===== src/rtl/zt_sram_pkg.sv =====
package zt_sram_pkg;

    typedef enum logic {
        BURST_LINEAR     = 1'b0,
        BURST_INTERLEAVE = 1'b1
    } burst_order_e;

    // Low two address bits for a beat, given the burst start and beat index.
    function automatic logic [1:0] burst_low(input logic [1:0] start,
                                             input logic [1:0] beat,
                                             input burst_order_e order);
        logic [1:0] res;
        case (order)
            BURST_INTERLEAVE: res = start ^ beat;
            default:          res = start + beat;
        endcase
        return res;
    endfunction

endpackage


===== src/rtl/zt_burst_gen.sv =====
module zt_burst_gen
    import zt_sram_pkg::*;
#(
    parameter int ADDR_W = 4
) (
    input  logic              load,
    input  logic              order_in,
    input  logic [ADDR_W-1:0] ext_addr,
    input  logic [ADDR_W-1:0] cur_addr,
    input  logic [1:0]        cur_start,
    input  logic [1:0]        cur_beat,
    input  logic              cur_order,
    output logic [ADDR_W-1:0] nxt_addr,
    output logic [1:0]        nxt_start,
    output logic [1:0]        nxt_beat,
    output logic              nxt_order
);

    logic [1:0] beat_inc;

    always_comb begin
        beat_inc = cur_beat + 2'd1;
        if (load) begin
            nxt_addr  = ext_addr;
            nxt_start = ext_addr[1:0];
            nxt_beat  = 2'd0;
            nxt_order = order_in;
        end else begin
            nxt_start = cur_start;
            nxt_beat  = beat_inc;
            nxt_order = cur_order;
            nxt_addr  = {cur_addr[ADDR_W-1:2],
                         burst_low(cur_start, beat_inc, burst_order_e'(cur_order))};
        end
    end

endmodule


===== src/rtl/zt_lane_merge.sv =====
module zt_lane_merge #(
    parameter int LANES  = 4,
    parameter int LANE_W = 9,
    localparam int DATA_W = LANES * LANE_W
) (
    input  logic              hit,
    input  logic [LANES-1:0]  pend_lanes,
    input  logic [DATA_W-1:0] pend_data,
    input  logic [DATA_W-1:0] arr_data,
    output logic [DATA_W-1:0] merged
);

    for (genvar i = 0; i < LANES; i++) begin : g_lane
        assign merged[i*LANE_W +: LANE_W] = (hit && pend_lanes[i])
                                          ? pend_data[i*LANE_W +: LANE_W]
                                          : arr_data[i*LANE_W +: LANE_W];
    end

endmodule


===== src/rtl/zt_sram_array.sv =====
module zt_sram_array #(
    parameter int WORDS  = 16,
    parameter int LANES  = 4,
    parameter int LANE_W = 9,
    localparam int DATA_W = LANES * LANE_W,
    localparam int ADDR_W = $clog2(WORDS)
) (
    input  logic              clk,
    input  logic              wr_en,
    input  logic [ADDR_W-1:0] wr_addr,
    input  logic [LANES-1:0]  wr_lanes,
    input  logic [DATA_W-1:0] wr_data,
    input  logic [ADDR_W-1:0] rd_addr,
    output logic [DATA_W-1:0] rd_data
);

    logic [DATA_W-1:0] mem_q [WORDS];

    always_ff @(posedge clk) begin
        if (wr_en) begin
            for (int i = 0; i < LANES; i++) begin
                if (wr_lanes[i]) begin
                    mem_q[wr_addr][i*LANE_W +: LANE_W] <= wr_data[i*LANE_W +: LANE_W];
                end
            end
        end
    end

    assign rd_data = mem_q[rd_addr];

endmodule


===== src/rtl/zt_sram.sv =====
module zt_sram
    import zt_sram_pkg::*;
#(
    parameter int WORDS  = 16,
    parameter int LANES  = 4,
    parameter int LANE_W = 9,
    localparam int DATA_W = LANES * LANE_W,
    localparam int ADDR_W = $clog2(WORDS)
) (
    input  logic              clk,
    input  logic              rst_n,
    input  logic [ADDR_W-1:0] addr,
    input  logic              we_n,
    input  logic [LANES-1:0]  bw_n,
    input  logic              ce1_n,
    input  logic              ce2,
    input  logic              ce3_n,
    input  logic              adv_ld,
    input  logic              clk_en_n,
    input  logic              burst_ord,
    input  logic              oe_n,
    input  logic [DATA_W-1:0] dq_in,
    output logic [DATA_W-1:0] dq_out,
    output logic              dq_oe
);

    typedef struct packed {
        logic              vld;
        logic              wr;
        logic [ADDR_W-1:0] addr;
        logic [LANES-1:0]  lanes;
        logic [1:0]        start;
        logic [1:0]        beat;
        logic              order;
    } stage_t;

    typedef struct packed {
        stage_t            s1;     // command taken at the last enabled edge
        stage_t            s2;     // command one edge older
        logic              pvld;   // pending write present
        logic [ADDR_W-1:0] paddr;
        logic [LANES-1:0]  plns;
        logic [DATA_W-1:0] pdat;
        logic              ovld;   // output stage holds a selected read
        logic [DATA_W-1:0] odat;
    } state_t;

    state_t st_d, st_q;

    logic              sel_now;
    logic [ADDR_W-1:0] bg_addr;
    logic [1:0]        bg_start, bg_beat;
    logic              bg_order;
    logic [DATA_W-1:0] arr_rd, merged;
    logic              pend_hit;
    logic              arr_we;

    assign sel_now = !ce1_n && ce2 && !ce3_n;

    zt_burst_gen #(.ADDR_W(ADDR_W)) u_burst (
        .load      (!adv_ld),
        .order_in  (burst_ord),
        .ext_addr  (addr),
        .cur_addr  (st_q.s1.addr),
        .cur_start (st_q.s1.start),
        .cur_beat  (st_q.s1.beat),
        .cur_order (st_q.s1.order),
        .nxt_addr  (bg_addr),
        .nxt_start (bg_start),
        .nxt_beat  (bg_beat),
        .nxt_order (bg_order)
    );

    // The pending word is copied into the array when the next write takes its data.
    assign arr_we = !clk_en_n && st_q.s2.vld && st_q.s2.wr && st_q.pvld;

    zt_sram_array #(.WORDS(WORDS), .LANES(LANES), .LANE_W(LANE_W)) u_array (
        .clk      (clk),
        .wr_en    (arr_we),
        .wr_addr  (st_q.paddr),
        .wr_lanes (st_q.plns),
        .wr_data  (st_q.pdat),
        .rd_addr  (st_q.s2.addr),
        .rd_data  (arr_rd)
    );

    assign pend_hit = st_q.pvld && (st_q.paddr == st_q.s2.addr);

    zt_lane_merge #(.LANES(LANES), .LANE_W(LANE_W)) u_merge (
        .hit        (pend_hit),
        .pend_lanes (st_q.plns),
        .pend_data  (st_q.pdat),
        .arr_data   (arr_rd),
        .merged     (merged)
    );

    always_comb begin
        st_d = st_q;
        if (!clk_en_n) begin
            st_d.s1.vld   = adv_ld ? st_q.s1.vld : sel_now;
            st_d.s1.wr    = adv_ld ? st_q.s1.wr  : !we_n;
            st_d.s1.addr  = bg_addr;
            st_d.s1.lanes = ~bw_n;
            st_d.s1.start = bg_start;
            st_d.s1.beat  = bg_beat;
            st_d.s1.order = bg_order;
            st_d.s2       = st_q.s1;
            if (st_q.s2.vld && st_q.s2.wr) begin
                st_d.pvld  = 1'b1;
                st_d.paddr = st_q.s2.addr;
                st_d.plns  = st_q.s2.lanes;
                st_d.pdat  = dq_in;
                st_d.ovld  = 1'b0;
            end else if (st_q.s2.vld) begin
                st_d.ovld  = 1'b1;
                st_d.odat  = merged;
            end else begin
                st_d.ovld  = 1'b0;
            end
        end
    end

    always_ff @(posedge clk or negedge rst_n) begin
        if (!rst_n) begin
            st_q <= '0;
        end else begin
            st_q <= st_d;
        end
    end

    assign dq_out = st_q.odat;
    assign dq_oe  = st_q.ovld && !oe_n;

    // Observation points for the bound checker.
    logic              mon_s1_vld, mon_s2_vld, mon_s2_wr, mon_out_vld;
    logic [ADDR_W-1:0] mon_s1_addr;
    assign mon_s1_vld  = st_q.s1.vld;
    assign mon_s1_addr = st_q.s1.addr;
    assign mon_s2_vld  = st_q.s2.vld;
    assign mon_s2_wr   = st_q.s2.wr;
    assign mon_out_vld = st_q.ovld;

endmodule


===== config.mk =====
export PLATFORM = sky130hd
export DESIGN_NAME = zt_sram
export DESIGN_NICKNAME = d
export VERILOG_FILES = /design/src/rtl/zt_sram_pkg.sv /design/src/rtl/zt_burst_gen.sv /design/src/rtl/zt_lane_merge.sv /design/src/rtl/zt_sram_array.sv /design/src/rtl/zt_sram.sv
export SDC_FILE = /design/constraint.sdc
export NUM_CORES = 1
export LEC_CHECK = 0
export BUFFER_PORTS_ARGS = -buffer_cell sky130_fd_sc_hd__buf_2
export CORE_MARGIN = 2
export CORE_UTILIZATION = 25
export CTS_BUF_LIST = sky130_fd_sc_hd__clkbuf_16
export DETAILED_ROUTE_END_ITERATION = 7
export SYNTH_ARGS = -nofsm -noshare
export SYNTH_HDL_FRONTEND = slang
export SYNTH_SLANG_ARGS = --single-unit

===== constraint.sdc =====
create_clock -name clk -period 1.9 [get_ports clk]
set_input_delay 0.285 -clock clk [delete_from_list [all_inputs] [get_ports clk]]
set_output_delay 0.285 -clock clk [all_outputs]
set_load 0.005 [all_outputs]

==> metrics.cfg, run 1 <==
[run_status]
status = finished with violations
violations = negative setup slack

[synthesis]
ys_seq_elements = 683
async_flop_share = 0.1567
synth_area_leaders = edfxtp_1 (65%), mux4_2 (12%), dfrtp_1 (10%)
synth_top_area_frac = 0.6521
synth_seq_area_share = 0.7530
syn_nets = 1546
avgSynthCellArea_um2 = 17.79
yosys.cell_types.count = 32
synth_most_common_cell = edfxtp_1
yosys.area.top_type = edfxtp_1
ys_warn_count = 0
synth_area_mm2 = 0.02653
synth_common_cells = edfxtp_1 (576), nand2_1 (253), mux4_2 (144), nor2_1 (108), dfrtp_1 (107)
synthFlopType = edfxtp_1
synth_edf_count = 576
netlist_instances = 1491

[clock_network]
clockRootBuffer = clkbuf_16
cts_buffers = 71
clk_latency_ps = 610
clock_path_buffers = 3
clock-sinks = 683
h-tree-depth = 3
cts_tree = done
clk_pin_slew_ps = 60

[global_route]
use_met2 = 0.1921
met3_usage = 0.02264
grt_overflow_total = 0
antenna_found_initial = 1
use_met1 = 0.1504
top_usage_layer = met2
grtUsageTotal = 0.1149
grt_max_degree = 47
grt_pass1_wl_um = 94340
grt_pass1_vias = 14951

[worst_setup_path]
critical-path-top-delay-family = flip-flops
rr_startpoint = st_q[91]
critPathArrivalTime_ps = 2510
path_buf_inv = 3
crit_required_ps = 2380
worst_path_max_delay_cell = dfrtp_4
start_kind = register
crit_path_max_incr_delay_ps = 490
r2r-end = dq_out[6]
worstSetupPathType = register to register
timing.reg2reg.setup_slack_ps = -140
crit_path_cell_trace = buf_12 > buf_4 > buf_12 > mux4_2 > a22oi_1 > nand2_1 > nand2_1 > a31oi_1
cp_max_fo = 10
r2r_cells = 8
endpoint_kind = register

[placement]
dp.cells = 2996
place_area_mm2 = 0.02999
dp_hpwl_um = 41680
place_ws_ps = -179.4
gp_congestion = 0.7951
io_buffers = 90

[floorplanning]
start_util = 0.2520
fp.dieH_um = 329.7
die_w_um = 329.7
coreArea_mm2 = 0.1053
die_area_mm2 = 0.1087
ios = 91
fp-row-count = 119

[worst_hold_path]
hp-class = input pin to async pin

[route]
vias = 14118
drc = 0
viasPerCell = 4.413
initialDrtViolationCount = 1148
drt-pass1-iter-count = 6
ant_nets = 0
avgRoutedWirePerCell_um = 19.50
finalWirelength_um = 62390

[timing]
worstMarginPinSlew_ps = 711.6
rsz0062_at_grt = yes
period_share = 1.071
drv_slew = 0
fmax_mhz = 491.3
hold_violations = 0
finalWorstSetupSlack_ps = -135.5
final-setup-viol-count = 36
max_slew_margin = 0.5256
fin_skew_ps = 23.69
period_minus_slack_ps = 2035

[power]
ir_drop_uv = 530.9
power_density_mw_per_mm2 = 1239
leakage_nw = 11.41

[layout]
fin_area_mm2 = 0.03322
final_cells = 3199
nNetsFinal = 1806
ff_latch_area_mm2 = 0.01999
multi_input_area_mm2 = 0.006330
fillerInstances = 10104
syn2layout_area_growth_pct = 25.23
drive_gt1_frac = 0.3269
n_antenna_cell = 0

[job]
maxCapViolCount = 0

==> final cells by class <==
type                    instances  share of cell area
multi-input cells             686              0.1906
flip-flops and latches        683              0.6017
clock inverters                58             0.01352
well taps                    1391             0.05240
repair buffers                305             0.08709
inverters                       4           0.0005273
clock buffers                  72             0.05424
==> per-layer routing <==
layer / share of wire / up-vias
met5: 0 / -
li1: - / 6304
met3: 0.056 / 79
met2: 0.49 / 388
met4: 0.022 / 0
met1: 0.43 / 7347
==> through the flow <==
| step | power, W | setup TNS [ps] | hold WS, ps | utilization |
|---|---|---|---|---|
| 2_1_floorplan | 0.02451 | -1048 | -10.59 | - |
| 3_3_place_gp | 0.02751 | -4949 | 289.2 | 0.2849 |
| 3_5_place_dp | 0.02778 | -6846 | 287.7 | 0.2849 |
| 4_1_cts | 0.04151 | -1944 | 198.4 | 0.3135 |
| 5_1_grt | 0.04307 | -7301 | 235.0 | 0.3155 |
| 6_report | 0.04116 | -2384 | 213.6 | 0.3155 |
==> worst max path at each step <==
stage | cells after the start | start | endpoint | slack (ps)
floorplan | 4 | st_q[80] | u_array.mem_q[11][18] | -60
global placement | 6 | clk_en_n | u_array.mem_q[3][27] | -170
detailed placement | 6 | clk_en_n | u_array.mem_q[3][27] | -180
CTS | 7 | st_q[91] | dq_out[26] | -80
global route | 8 | st_q[91] | dq_out[6] | -260
finish | 8 | st_q[91] | dq_out[6] | -140
==> flip-flops by register name, indices dropped and copies added (netlist names) <==
signal         flops
mon_s2_vld         1
mon_s2_wr          1
mon_s1_vld         1
st_q              63
mon_out_vld        1
mon_s1_addr        4
u_array.mem_q    576
dq_out            36
==> timing repair <==
action | in CTS | in global routing
endpoints found under the hold margin | 91 | 0
setup endpoints to repair | 105 | 209
setup buffers | 10 | 10
cloned | 1 | 1
resized for setup | 25 | 23
hold buffers | 51 | 0
pin swaps | 6 | 23
==> worst reg2reg max path: stages (launching register included) <==
cell,delay (ps)
dfrtp_4,490
buf_12,150
buf_4,140
buf_12,150
mux4_2,500
a22oi_1,230
nand2_1,110
nand2_1,80
a31oi_1,70
==> where the power goes <==
| part | switching, W | internal, W | total (W) | leakage [nW] |
|---|---|---|---|---|
| logic | 0.00340 | 0.00333 | 0.00673 | 3.67 |
| registers | 0.00235 | 0.0187 | 0.0210 | 6.56 |
| clock network | 0.00566 | 0.00774 | 0.0134 | 1.17 |
| total | 0.0114 | 0.0298 | 0.0412 | 11.4 |
==> cell usage in the layout, fill, tap and decap left out, types with 11 or more instances in the layout <==
master / n
a31oi_1: 36
dfrtp_1: 102
nor2_1: 72
buf_12: 50
clkinv_2: 12
clkbuf_16: 73
dlygate4sd3_1: 51
nor2_4: 33
o21ai_0: 11
edfxtp_1: 576
inv_1: 19
nand2_1: 245
mux4_2: 144
a22oi_2: 19
a22oi_1: 53
buf_4: 108
buf_2: 89
mux2_2: 16
clkinv_1: 14
==> cells by family (layout without fill, tap and decap cells) <==
kind of cell               Yosys count  after routing  synth area share
muxes                              162            162            0.1298
AOI/OAI and AO/OA                  124            124           0.03264
adders and majority gates            1              1         0.0004716
buffers and inverters              122            439           0.02358
xor gates and xnor gates             4              4          0.001321
and+or+nand+nor                    395            395           0.05915
DFF                                683            683            0.7530
Power figures use the tool's default switching activity.
==> run 2: changes to the inputs <==
==> constraint.sdc (replaced) <==
create_clock -name clk -period 2.3 [get_ports clk]
set_input_delay 0.345 -clock clk [delete_from_list [all_inputs] [get_ports clk]]
set_output_delay 0.345 -clock clk [all_outputs]
set_load 0.005 [all_outputs]
==> run 2 against run 1 <==
- the flow now finishes without violations
- non-clock buffer count shrank 52
- first-iteration DRC count up 16%
- power decreased by 19%
- setup slack better by 320 ps
- utilization shrank 1.1 points
- critical path type unchanged
- largest cell class unchanged
- highest routed layer unchanged
==> metrics.cfg, run 2 (synthesis gave the netlist of run 1 again) <==
[placement]
gp_congestion = 0.7536  ; -5.2%
dp.cells = 2968  ; -0.93%
place_ws_ps = 151.8  ; +331.2 ps
io_buffers = 90  ; unchanged
dp_hpwl_um = 39230  ; -5.9%

[timing]
fin_tns_setup_ps = 0  ; +2384 ps
fmax_mhz = 471.6  ; -4.0%
hold_ws_ps = 45.85  ; -167.7 ps
fin_skew_ps = 21.16  ; -2.522 ps
finalWorstSetupSlack_ps = 179.8  ; +315.3 ps
hold_violations = 0  ; unchanged
drv_slew = 0  ; unchanged
final-setup-viol-count = 0  ; -100%
worstMarginPinSlew_ps = 638.4  ; -73.18 ps
max_slew_margin = 0.5744  ; +0.04879
period_share = 0.9218  ; -0.1495
rsz0062_at_grt = no
period_minus_slack_ps = 2120  ; +84.74 ps

[clock_network]
h-tree-depth = 3  ; unchanged
clock-sinks = 683  ; unchanged
clk_pin_slew_ps = 60  ; about the same
cts_buffers = 73  ; +2.8%
clock_path_buffers = 3  ; unchanged
clockRootBuffer = clkbuf_16
cts_setup_buffers = 0  ; -10
cts_tree = done
clk_latency_ps = 610  ; about the same

[worst_setup_path]
worst_path_max_delay_cell = mux4_2
crit_required_ps = 2770  ; +390 ps
crit_path_max_incr_delay_ps = 510  ; +20 ps
critPathArrivalTime_ps = 2590  ; +80 ps
path_buf_inv = 2  ; -1
start_kind = register
crit_path_cell_trace = buf_12 > buf_12 > mux4_2 > a22oi_1 > nand2_1 > nand2_1 > a31oi_1
worstSetupPathType = register to register
critical-path-top-delay-family = multiplexers
cp_max_fo = 21  ; +11
endpoint_kind = register

[route]
vias = 13884  ; -1.7%
drc = 0  ; unchanged
viasPerCell = 4.406  ; -0.16%
avgRoutedWirePerCell_um = 19.74  ; +1.2%
drt-pass1-iter-count = 6  ; unchanged
ant_nets = 0  ; unchanged
finalWirelength_um = 62190  ; -0.32%
initialDrtViolationCount = 1332  ; +16%

[layout]
largest_register = u_array.mem_q
nNetsFinal = 1756  ; -2.8%
syn2layout_area_growth_pct = 20.78
final_cell_mix = edfxtp_1 (576), nand2_1 (253), mux4_2 (144)
drive_gt1_frac = 0.2693  ; -0.05756
largest_register_ffs = 576  ; unchanged
n_antenna_cell = 0  ; unchanged
final_util = 0.3043  ; -0.01121
final_cells = 3151  ; -1.5%
layout_commonest_cell = edfxtp_1

[power]
leakage_nw = 11.02  ; -3.4%
power_density_mw_per_mm2 = 1042  ; -16%
seqPwrFrac = 0.518  ; +0.007
p_comb_frac = 0.150  ; -0.014
p_int_w = 0.02417  ; -19%
pwr-share-clk = 0.332  ; +0.006
p_sw_frac = 0.2762  ; -0.0008901
p_switching_w = 0.009224  ; -19%
ir_drop_uv = 473.5  ; -11%

[global_route]
grt_max_degree = 73  ; +55%
grt_pass1_vias = 14564  ; -2.6%
antenna_found_initial = 0  ; -1
grt_overflow_total = 0  ; unchanged
grtUsageTotal = 0.1147  ; -0.0001918
grt_pass1_wl_um = 93380  ; -1.0%

[floorplanning]
ios = 91  ; unchanged
die_area_mm2 = 0.1087  ; unchanged
fp.dieH_um = 329.7  ; unchanged
coreArea_mm2 = 0.1053  ; unchanged
fp-row-count = 119  ; unchanged
start_util = 0.2520  ; unchanged
die_w_um = 329.7  ; unchanged

[run_status]
status = finished, final reports clean

[worst_hold_path]
hp-class = input pin to register

[job]
maxCapViolCount = 0  ; unchanged

-- run 2: cell count changes in the layout (fill, tap and decap cells not counted), sizes merged --
cell	before	now
buf	253	204
clkinv	29	26
dlygate4sd3	51	49
clkbuf	73	77
bufinv	6	3
inv	26	25
clkinvlp	1	7
-- run 2: cell type report --
type | instances | area, um2
multi-input combinational | 686 | 5954
clock inverter | 57 | 352.8
clock buffer | 77 | 1927
timing repair buffer | 253 | 2066
sequential | 683 | 19980
fill | 10175 | 73230
inverter | 4 | 15.01
tap | 1391 | 1740
-- run 2: path summary, 6_finish.rpt --
kind                       slack, ps    endpoint  startpoint  depth (start not counted)
setup / recovery                 180  dq_out[12]    st_q[91]                          7
hold / removal                    50   st_q[110]      adv_ld                          2
max in group asynchronous       1340    st_q[40]       rst_n                          3
min in group asynchronous        270   st_q[102]       rst_n                          2
hold reg to reg                  480    st_q[76]    st_q[90]                          2
setup reg to reg                 180  dq_out[12]    st_q[91]                          7
-- run 2: power groups by stage --
| stage | Combinational (W) | Clock [W] | Sequential, W |
|---|---|---|---|
| after global routing | 0.00552 | 0.0119 | 0.0176 |
| after detailed placement | 0.00502 | 0 | 0.0176 |
| after floorplan | 0.00359 | 0 | 0.0166 |
| after CTS | 0.00510 | 0.0113 | 0.0173 |
| final | 0.00500 | 0.0111 | 0.0173 |
| after global placement | 0.00494 | 0 | 0.0174 |
-- run 2: metrics by stage --
step / area, um2 / power (W)
final: 32040 / 0.03339
after global routing: 32040 / 0.03494
after CTS: 32040 / 0.03378
after detailed placement: 29270 / 0.02259
after global placement: 29270 / 0.02235
after floorplan: 26530 / 0.02020
-- run 2: what timing repair did --
action / in CTS / in global routing
hold buffers: 49 / 0
endpoints found under the hold margin: 86 / 0
resized for setup: 0 / 0
setup endpoints to repair: 0 / 0
-- run 2: routing by layer --
metal	GRT usage	up-vias	share of wire
li1	-	6182	-
met1	0.1542	7203	0.44
met2	0.1870	403	0.48
met3	0.02504	96	0.062
met4	0.03221	0	0.021
met5	0	-	0
==> run 3: changes to the inputs <==
--- a/config.mk
+++ b/config.mk
@@ -8,7 +8,6 @@
 export BUFFER_PORTS_ARGS = -buffer_cell sky130_fd_sc_hd__buf_2
 export CORE_MARGIN = 2
 export CORE_UTILIZATION = 25
-export CTS_BUF_LIST = sky130_fd_sc_hd__clkbuf_16
 export DETAILED_ROUTE_END_ITERATION = 7
 export SYNTH_ARGS = -nofsm -noshare
 export SYNTH_HDL_FRONTEND = slang
==> constraint.sdc (replaced) <==
create_clock -name clk -period 2.1 [get_ports clk]
set_input_delay 0.315 -clock clk [delete_from_list [all_inputs] [get_ports clk]]
set_output_delay 0.315 -clock clk [all_outputs]
set_load 0.005 [all_outputs]
==> run 3 against run 2 <==
- count of clock-buffer cells in the layout up 20
- clock skew up 4.0 ps
- global-route usage rose by 0.27 points
- final area rose by 1.0%
- non-clock buffer count increased by 18
- sequential share of layout area decreased by 0.62 points
- clock power increased by 11%
- combinational power is 14% higher
- register-to-register slack got worse by 100 ps
- largest cell class unchanged
==> metrics.cfg, run 3 (synthesis gave the netlist of run 1 again) <==
[run_status]
status = finished, final reports clean

[placement]
gp_congestion = 0.7738  ; +2.7%
io_buffers = 90  ; unchanged
dp_hpwl_um = 40520  ; +3.3%

[floorplanning]
die_area_mm2 = 0.1087  ; unchanged
die_w_um = 329.7  ; unchanged
start_util = 0.2520  ; unchanged
fp.dieH_um = 329.7  ; unchanged
coreArea_mm2 = 0.1053  ; unchanged
fp-row-count = 119  ; unchanged
ios = 91  ; unchanged

[worst_setup_path]
worst_path_max_delay_cell = mux4_2
crit_path_cell_trace = buf_12 > buf_4 > mux4_2 > a22oi_1 > nand2_1 > nand2_1 > a31oi_1
crit_path_max_incr_delay_ps = 500  ; about the same
endpoint_kind = register
cp_max_fo = 16  ; -24%
start_kind = register
critPathArrivalTime_ps = 2480  ; -110 ps
cp_common_cell = nand2_1
crit_required_ps = 2560  ; -210 ps
worstSetupPathType = register to register

[global_route]
grt_pass1_wl_um = 95180  ; +1.9%
grtUsageTotal = 0.1174  ; +0.002709
grt_pass1_vias = 14906  ; +2.3%
antenna_found_initial = 2  ; +2
grt_max_degree = 73  ; unchanged
grt_overflow_total = 0  ; unchanged

[job]
maxCapViolCount = 0  ; unchanged

[timing]
period_minus_slack_ps = 2024  ; -96.25 ps
final-setup-viol-count = 0  ; unchanged
hold_violations = 0  ; unchanged
fmax_mhz = 494.1  ; +4.8%
hold_ws_ps = 87.87  ; +42.02 ps
worstMarginPinSlew_ps = 694.0  ; +55.60 ps
drv_slew = 0  ; unchanged
fin_skew_ps = 25.20  ; +4.037 ps
period_share = 0.9638  ; +0.04196
max_slew_margin = 0.5373  ; -0.03707

[layout]
largest_register_ffs = 576  ; unchanged
fillerInstances = 10145  ; -0.29%
largest_register = u_array.mem_q
n_antenna_cell = 0  ; unchanged
layout_commonest_cell = edfxtp_1
final_cell_mix = edfxtp_1 (576), nand2_1 (253), mux4_2 (144)
drive_gt1_frac = 0.2823  ; +0.01294
nNetsFinal = 1774  ; +1.0%
final_util = 0.3074  ; +0.003090
syn2layout_area_growth_pct = 22.00

[clock_network]
clk_latency_ps = 620  ; about the same
h-tree-depth = 3  ; unchanged
cts_buffers = 73  ; unchanged
cts_tree = done
clk_pin_slew_ps = 60  ; about the same
clockRootBuffer = clkbuf_16
clock-sinks = 683  ; unchanged
clock_path_buffers = 3  ; unchanged

[route]
ant_nets = 0  ; unchanged
vias = 13997  ; +0.81%
dr.max_layer_used = met4
drt-pass1-iter-count = 8  ; +2
finalWirelength_um = 63790  ; +2.6%
initialDrtViolationCount = 1251  ; -6.1%
met1_length_um = 27350  ; about the same
drc = 0  ; unchanged
avgRoutedWirePerCell_um = 20.15  ; +2.1%
wl_met3_um = 3714  ; -3.8%
viasPerCell = 4.421  ; +0.34%
dr_wl_met2_um = 31410  ; +5.7%

[power]
leakage_nw = 11.11  ; +0.74%
p_total_w = 0.03696  ; +11%
power_density_mw_per_mm2 = 1142  ; +9.6%
ir_drop_uv = 593.2  ; +25%

[worst_hold_path]
hp-class = input pin to register

## run 3: area by class of cell
type	instances	area (um2)	share of cell area
clock buffers	97	2029	0.06271
clock inverters	34	284.0	0.008776
inverters	4	15.01	0.0004639
multi-input cells	686	6005	0.1855
flip-flops and latches	683	19980	0.6175
well taps	1391	1740	0.05378
repair buffers	271	2306	0.07125
## run 3: routing by layer
layer  vias to the layer above  track usage
met1                      7265       0.1554
li1                       6227            -
met4                         0      0.03113
met5                         -            0
met2                       411       0.1971
met3                        94      0.02312
## run 3: where the power goes
part / total [W] / internal, W / leakage [nW] / switching (W)
Clock: 0.0123 / 0.00719 / 1.14 / 0.00514
Sequential: 0.0190 / 0.0169 / 6.57 / 0.00205
Combinational: 0.00568 / 0.00271 / 3.40 / 0.00297
Total: 0.0370 / 0.0268 / 11.1 / 0.0102
## run 3: worst paths after layout
check | from | endpoint | slack [ps] | cells past startpoint
setup / recovery | st_q[91] | dq_out[20] | 80 | 7
hold / removal | clk_en_n | mon_out_vld | 90 | 3
setup reg to reg | st_q[91] | dq_out[20] | 80 | 7
hold reg to reg | mon_s1_addr[1] | mon_s1_addr[1] | 480 | 2
max in group asynchronous | rst_n | dq_out[11] | 1220 | 3
min in group asynchronous | rst_n | st_q[89] | 240 | 2
## run 3: critical path: cells and delay by family, from the launching register on
| family | cells | cell delay [ps] |
|---|---|---|
| AO/OA/AOI/OAI | 2 | 350 |
| buffers and inverters | 2 | 370 |
| flip-flops | 1 | 480 |
| multiplexers | 1 | 500 |
| AND/OR/NAND/NOR | 2 | 150 |
## run 3: timing repair
item / in CTS / in global routing
hold buffers: 51 / 0
setup endpoints to repair: 0 / 26
buffers inserted: 0 / 7
gates resized for setup: 0 / 11
endpoints found under the hold margin: 91 / 0
## run 3: stage by stage
stage / std cells / setup slack [ps] / cell area, um2 / TNS [ps]
2_1_floorplan: 1491 / -97.43 / 26530 / -25650
6_report: 3166 / 76.01 / 32360 / 0
3_3_place_gp: 2977 / 60.62 / 29430 / 0
3_5_place_dp: 2977 / 24.93 / 29430 / 0
4_1_cts: 3159 / 10.55 / 32260 / 0
5_1_grt: 3166 / -3.157 / 32360 / -3.157
